## src/rtl/line_router_pkg.sv

```systemverilog
package line_router_pkg;

  typedef enum logic [2:0] {
    MODE_STEREO  = 3'b000,
    MODE_LEFT    = 3'b001,
    MODE_RIGHT   = 3'b010,
    MODE_MIX     = 3'b011,
    MODE_CENTRE  = 3'b100
  } lineMode_e;

  typedef enum logic [1:0] {
    SRC_LEFT  = 2'd0,
    SRC_RIGHT = 2'd1,
    SRC_SUM   = 2'd2,
    SRC_DIFF  = 2'd3
  } srcSel_e;

  typedef struct packed {
    logic    load;
    srcSel_e leftSrc;
    srcSel_e rightSrc;
  } routeCtl_t;

endpackage

```

## src/rtl/line_router_ctrl.sv

```systemverilog
module line_router_ctrl
  import line_router_pkg::*;
(
  input  logic       sampleStrobe,
  input  logic [2:0] modeSel,
  output routeCtl_t  ctl
);

  always_comb begin
    ctl.load     = sampleStrobe;
    ctl.leftSrc  = SRC_LEFT;
    ctl.rightSrc = SRC_RIGHT;
    case (modeSel)
      MODE_LEFT: begin
        ctl.leftSrc  = SRC_LEFT;
        ctl.rightSrc = SRC_LEFT;
      end
      MODE_RIGHT: begin
        ctl.leftSrc  = SRC_RIGHT;
        ctl.rightSrc = SRC_RIGHT;
      end
      MODE_MIX: begin
        ctl.leftSrc  = SRC_SUM;
        ctl.rightSrc = SRC_SUM;
      end
      MODE_CENTRE: begin
        ctl.leftSrc  = SRC_DIFF;
        ctl.rightSrc = SRC_DIFF;
      end
      default: begin
        // stereo and all reserved codes
        ctl.leftSrc  = SRC_LEFT;
        ctl.rightSrc = SRC_RIGHT;
      end
    endcase
  end

endmodule

```

## src/rtl/line_router_dp.sv

```systemverilog
module line_router_dp
  import line_router_pkg::*;
#(
  parameter int W = 16
) (
  input  logic         clk,
  input  logic         rstN,
  input  routeCtl_t    ctl,
  input  logic [W-1:0] leftIn,
  input  logic [W-1:0] rightIn,
  output logic [W-1:0] leftOut,
  output logic [W-1:0] rightOut,
  output logic         outValid
);

  localparam int WIDE = W + 1;

  logic [WIDE-1:0] leftWide;
  logic [WIDE-1:0] rightWide;
  logic [WIDE-1:0] sumWide;
  logic [WIDE-1:0] diffWide;
  logic [W-1:0]    sumHalf;
  logic [W-1:0]    diffHalf;
  logic [W-1:0]    chanNext [2];

  assign leftWide  = {leftIn[W-1], leftIn};
  assign rightWide = {rightIn[W-1], rightIn};
  assign sumWide   = leftWide + rightWide;
  assign diffWide  = leftWide - rightWide;
  // dropping the lsb of a wide two's-complement value is a floor halving
  assign sumHalf   = sumWide[WIDE-1:1];
  assign diffHalf  = diffWide[WIDE-1:1];

  function automatic logic [W-1:0] pickSrc(input srcSel_e sel,
                                           input logic [W-1:0] l,
                                           input logic [W-1:0] r,
                                           input logic [W-1:0] s,
                                           input logic [W-1:0] d);
    case (sel)
      SRC_LEFT:  pickSrc = l;
      SRC_RIGHT: pickSrc = r;
      SRC_SUM:   pickSrc = s;
      default:   pickSrc = d;
    endcase
  endfunction

  always_comb begin
    chanNext[0] = pickSrc(ctl.leftSrc,  leftIn, rightIn, sumHalf, diffHalf);
    chanNext[1] = pickSrc(ctl.rightSrc, leftIn, rightIn, sumHalf, diffHalf);
  end

  logic [W-1:0] chanReg [2];

  for (genvar c = 0; c < 2; c++) begin : g_chan
    always_ff @(posedge clk or negedge rstN) begin
      if (!rstN) begin
        chanReg[c] <= '0;
      end else if (ctl.load) begin
        chanReg[c] <= chanNext[c];
      end
    end
  end

  always_ff @(posedge clk or negedge rstN) begin
    if (!rstN) begin
      outValid <= 1'b0;
    end else begin
      outValid <= ctl.load;
    end
  end

  assign leftOut  = chanReg[0];
  assign rightOut = chanReg[1];

endmodule

```

## src/rtl/stereo_line_router.sv

```systemverilog
module stereo_line_router
  import line_router_pkg::*;
#(
  parameter int W = 16
) (
  input  logic         clk,
  input  logic         rstN,
  input  logic         sampleStrobe,
  input  logic [W-1:0] leftIn,
  input  logic [W-1:0] rightIn,
  input  logic [2:0]   modeSel,
  output logic [W-1:0] leftOut,
  output logic [W-1:0] rightOut,
  output logic         outValid
);

  routeCtl_t ctl;

  line_router_ctrl u_ctrl (
    .sampleStrobe (sampleStrobe),
    .modeSel      (modeSel),
    .ctl          (ctl)
  );

  line_router_dp #(.W(W)) u_dp (
    .clk      (clk),
    .rstN     (rstN),
    .ctl      (ctl),
    .leftIn   (leftIn),
    .rightIn  (rightIn),
    .leftOut  (leftOut),
    .rightOut (rightOut),
    .outValid (outValid)
  );

endmodule

```

## config.mk

```make
export PLATFORM = sky130hd
export DESIGN_NAME = stereo_line_router
export DESIGN_NICKNAME = d
export VERILOG_FILES = /design/src/rtl/line_router_pkg.sv /design/src/rtl/line_router_ctrl.sv /design/src/rtl/line_router_dp.sv /design/src/rtl/stereo_line_router.sv
export SDC_FILE = /design/constraint.sdc
export NUM_CORES = 1
export LEC_CHECK = 0
export BUFFER_PORTS_ARGS = -buffer_cell sky130_fd_sc_hd__buf_2
export CORE_UTILIZATION = 40
export DETAILED_ROUTE_END_ITERATION = 10
export SYNTH_ARGS = -nofsm -noshare
export SYNTH_HDL_FRONTEND = slang
export SYNTH_SLANG_ARGS = --single-unit
```

## constraint.sdc

```tcl
create_clock -name clk -period 1 [get_ports clk]
set_input_delay 0.2 -clock clk [delete_from_list [all_inputs] [get_ports clk]]
set_output_delay 0.2 -clock clk [all_outputs]
set_load 0.01 [all_outputs]
```

# Word level (Yosys, flattened, before mapping)
# Cells that the tools add are included.
# totals
output_inout_bits	33
reg_bits	33
word_cells	18
in_bits	38
# op_classes
n_eq_ne	8
reduce_logical	2
mux	3
n_addsub	2
# op_table
operator	n
$pmux W16 S3	2
$add A16 B16 Y17	1
$sub A16 B16 Y17	1
$pmux W4 S4	1
$eq A3 B2 Y1 const B	2
$eq A2 B1 Y1 const B	2
$eq A2 B2 Y1 const B	2
$logic_not A2 Y1	2
$eq A3 B1 Y1 const B	1
$eq A3 B3 Y1 const B	1

# Depth between registers and ports, before layout
# logic_depth
depth_word	4
depth_mapped	10
depth_no_buf	9

# Cells and area by module
# Synthesis repeated with hierarchy kept, for this count alone.
# unflattened
cells_unflattened	502
area_unflattened_um2	4164.0
# modules_own_cells
module	seq_area_each_um2	n_inst	area_each_um2	cells_per_inst
line_router_dp	825.8	1	4111.4	495
line_router_ctrl	0.0	1	52.6	7

# Worst setup path before layout
# No wires, ideal clock.
# synth_path
path_type	input port to flip-flop
from	in leftIn[0]
to	reg u_dp.chanReg, in the netlist u_dp.leftOut[13]
stages	9
arrival_time_ps	2092
setup_slack_ps	-1174
path_buffers	0
t_required_ps	918
setup_ps	82
path_cell_list	and2_1 -> fa_1 -> nor2b_1 -> o21ai_1 -> nand4_1 -> a2111oi_1 -> o21a_2 -> o21ai_2 -> a31oi_1
# synth_between
elab_chain_cells	2
word_cells_on_any_way	3
classes_between	add/sub: 2; mux: 1
# synth_lines
item	line	rtl
from (decl)	stereo_line_router.sv:9	input logic [W-1:0] leftIn,
$sub A16 B16 Y17 / $add A16 B16 Y17 (equally long branches)	line_router_dp.sv:29, line_router_dp.sv:28	
$pmux W16 S3 *	line_router_dp.sv:39	case (sel)
to (signal, indexed assignment)	line_router_dp.sv:59	chanReg[c] <= chanNext[c];
to (decl)	line_router_dp.sv:52	logic [W-1:0] chanReg [2];
# Mark *: on every way between the ends. The rest lies on a longest branch, timed or not.
# A chain may end at the register's enable or synchronous reset.

# Worst setup path after layout
# layout_path
from	in rightIn[0]
to	reg u_dp.chanReg, in the netlist u_dp.rightOut[15]
# layout_between
elab_chain_cells	2
word_cells_on_any_way	3
classes_between	add/sub: 2; mux: 1
# layout_lines
item	line	rtl
from (decl)	stereo_line_router.sv:10	input logic [W-1:0] rightIn,
$sub A16 B16 Y17 / $add A16 B16 Y17 (equally long branches)	line_router_dp.sv:29, line_router_dp.sv:28	
$pmux W16 S3 *	line_router_dp.sv:39	
# Marked as above.

==> results.json <==
{
  "status": "complete, but fails checks",
  "violations": "setup timing",
  "synth_warnings": 0,
  "synth_nets": 546,
  "fill_cells": 684,
  "power_mw": 6.14,
  "setup_slack_ps": -1020,
  "power_switching_mw": 2.34,
  "r2r_start": "u_dp.leftOut[3]",
  "seqPwrFrac_pct": 26.6,
  "vdd_drop_max_mv": 0.599,
  "finalMaxSlewViolations": 0,
  "clock_latency_ps": 290,
  "placedInstanceArea_um2": 5360,
  "rows": 34,
  "wl_um": 14900,
  "ys_seq_elements": 33,
  "viasPerCell": 5.98,
  "leakage_nw": 2.79,
  "fin_skew_ps": 0,
  "critical_path_arrival_ps": 2260,
  "insertedDiodeCount": 0,
  "worstPathRequired_ps": 1240,
  "yosys.area.top_type": "dfrtp_1",
  "hp-class": "primary input to flip-flop",
  "combPwrFrac_pct": 56.2,
  "synthFlopType": "dfrtp_1",
  "vias": 4830,
  "yosys-top-cells-area": "dfrtp_1 22%, ha_1 10%, a21oi_1 8.5%, o22a_1 4.9%, a22oi_1 4.0%",
  "synth_top_area_share_pct": 22.0,
  "ys_seq_area_share_pct": 22.0,
  "ioPinCount": 71,
  "place_hpwl_um": 10500,
  "finalSetupViolations": 63,
  "avgSynthCellArea_um2": 7.89,
  "grt_max_degree": 34,
  "gr-total-overflow": 0,
  "drive_above_1_share_pct": 50.3,
  "synth_edf_count": 0,
  "regArea_um2": 826,
  "rsz0062_at_grt": "true",
  "antenna_found_initial": 0,
  "wire_per_inst_um": 18.4,
  "die_w_um": 98.9,
  "antenna_left": 0,
  "criticalPathCategory": "primary input to flip-flop",
  "fin_util_pct": 70.7,
  "core_area_um2": 8890,
  "endpoint_kind": "flip-flop",
  "root_buffer": "clkbuf_8",
  "min_period_ps": 2020,
  "min-delay-start": "sampleStrobe",
  "async_flop_share_pct": 100,
  "p_int_mw": 3.79,
  "synth_cell_types": 70,
  "final_area_um2": 6290,
  "start_util_pct": 42.2,
  "power_frac_clock_pct": 17.2,
  "first_pass_iters": 7,
  "grt_pass1_vias": 4744,
  "finalNonFillerCells": 808,
  "cts_buffer_depth": 2,
  "slew_headroom_pct": 29.1,
  "drc": 0,
  "io_buffers": 70,
  "h-tree-depth": 2,
  "swShare_pct": 38.2,
  "area_delta_synth_final_pct": 67.4,
  "fmax_mhz": 496,
  "dp.cells": 755,
  "whs_ps": 263,
  "setup-tns-final_ps": -25670,
  "multi_input_area_um2": 3180,
  "clkTransAtPathRegs_ps": 80,
  "post-route-period-util_pct": 202,
  "syn_inst": 476,
  "grt_usage_pct": 30.5,
  "pre_cts_ws_ps": -1410,
  "path_max_fanout": 4,
  "finalHoldViolations": 0,
  "gp_congestion": 0.970,
  "cts_tree": "yes",
  "nNetsFinal": 769,
  "grt_first_pass_wirelength_um": 23500,
  "drt_iter0_drc": 317,
  "synth_area_um2": 3760,
  "cts_sinks": 33,
  "start_kind": "primary input",
  "power_density_nw_per_um2": 976,
  "dieArea_um2": 9780,
  "die_y_um": 98.9,
  "drv_cap": 0,
  "startpoint": "rightIn[0]",
  "cts_buffers": 5,
  "worst_slew_pin_slew_ps": 1060
}
[synthesized netlist by cell type (all sizes together), types with 4 or more instances]
| library cell | instances |
|---|---|
| a211oi | 6 |
| a21o | 9 |
| a21oi | 65 |
| a221oi | 4 |
| a22o | 15 |
| a22oi | 20 |
| a31oi | 6 |
| and2 | 6 |
| and3 | 4 |
| buf | 15 |
| clkbuf | 21 |
| dfrtp | 33 |
| ha | 30 |
| inv | 25 |
| nand2 | 20 |
| nand2b | 11 |
| nand3 | 5 |
| nand4 | 5 |
| nor2 | 31 |
| nor2b | 12 |
| nor3 | 14 |
| nor4 | 4 |
| o21a | 6 |
| o21ai | 25 |
| o221ai | 4 |
| o22a | 21 |
| o311ai | 5 |
| o31ai | 4 |
| or2 | 5 |
| xnor2 | 4 |
[layer usage]
| layer | track usage [%] | share of wire, % |
|---|---|---|
| met1 | 38.6 | 41 |
| met2 | 54.2 | 50 |
| met3 | 3.33 | 6.5 |
| met4 | 9.41 | 1.7 |
| met5 | 0 | 0 |
[cells in the final DEF (no fill, tap or decap), drive strengths merged, types with 4 or more instances in the layout]
cell type	count
o311ai	5
nand2	20
buf	251
or2	5
dfrtp	33
nor4	4
a21o	9
nand3	5
a22o	15
o21a	6
xnor2	4
a21oi	65
nor3	14
o31ai	4
o22a	21
and2	6
nand2b	11
ha	30
and3	4
a22oi	20
inv	25
clkbuf	5
a211oi	6
a221oi	4
nor2	31
o21ai	25
a31oi	6
o221ai	4
nor2b	12
nand4	5
[worst max-delay path, stage by stage]
cell	delay, ps
buf_8	100
and2_4	150
fa_2	340
nor2b_4	140
o21ai_2	150
nand4_1	230
a2111oi_4	350
buf_4	180
nor3_2	40
o21ai_1	200
o22a_1	170
[area by class of cell]
class                   count  share of cell area [%]
clock inverters             3                   0.279
clock buffers               5                    1.09
flip-flops and latches     33                    13.1
multi-input cells         381                    50.6
repair buffers            252                    30.6
inverters                  26                    2.15
well taps                 108                    2.15
[state kept, by name (all words and copies together), names as in the netlist]
| signal | count |
|---|---|
| u_dp.leftOut | 16 |
| u_dp.outValid | 1 |
| u_dp.rightOut | 16 |
[path summary, 6_finish.rpt]
kind                                      to  slack [ps]  cells past startpoint
max in group asynchronous    u_dp.leftOut[5]         410                      3
setup reg to reg             u_dp.leftOut[3]          60                      3
hold / removal                 u_dp.outValid         260                      2
min in group asynchronous   u_dp.leftOut[13]         390                      3
setup / recovery           u_dp.rightOut[15]       -1020                     11
hold reg to reg             u_dp.rightOut[4]         500                      1
[power groups by stage]
stage,registers [mW],logic (mW),clock network (mW)
after floorplan,1.75,1.42,0
after global placement,1.65,2.69,0
after detailed placement,1.66,2.73,0
after CTS,1.63,3.13,1.09
after global routing,1.65,3.70,1.15
final,1.63,3.45,1.05
[cell families after synthesis]
family / Yosys count / share of synthesized area [%]
AOI/OAI and AO/OA: 216 / 40.5
and+or+nand+nor: 126 / 17.9
buffers and inverters: 62 / 6.80
muxes: 3 / 0.833
DFF: 33 / 22.0
xor gates and xnor gates: 4 / 0.933
adders and majority gates: 32 / 11.1
[timing repair]
action                                  in CTS  in global routing
resized for setup                           75                 34
pin swaps                                   39                 42
hold buffers                                 1                  0
setup buffers                               29                 17
endpoints found under the setup margin      64                 65
endpoints found under the hold margin       33                  0
(Power assumes the default switching activity.)
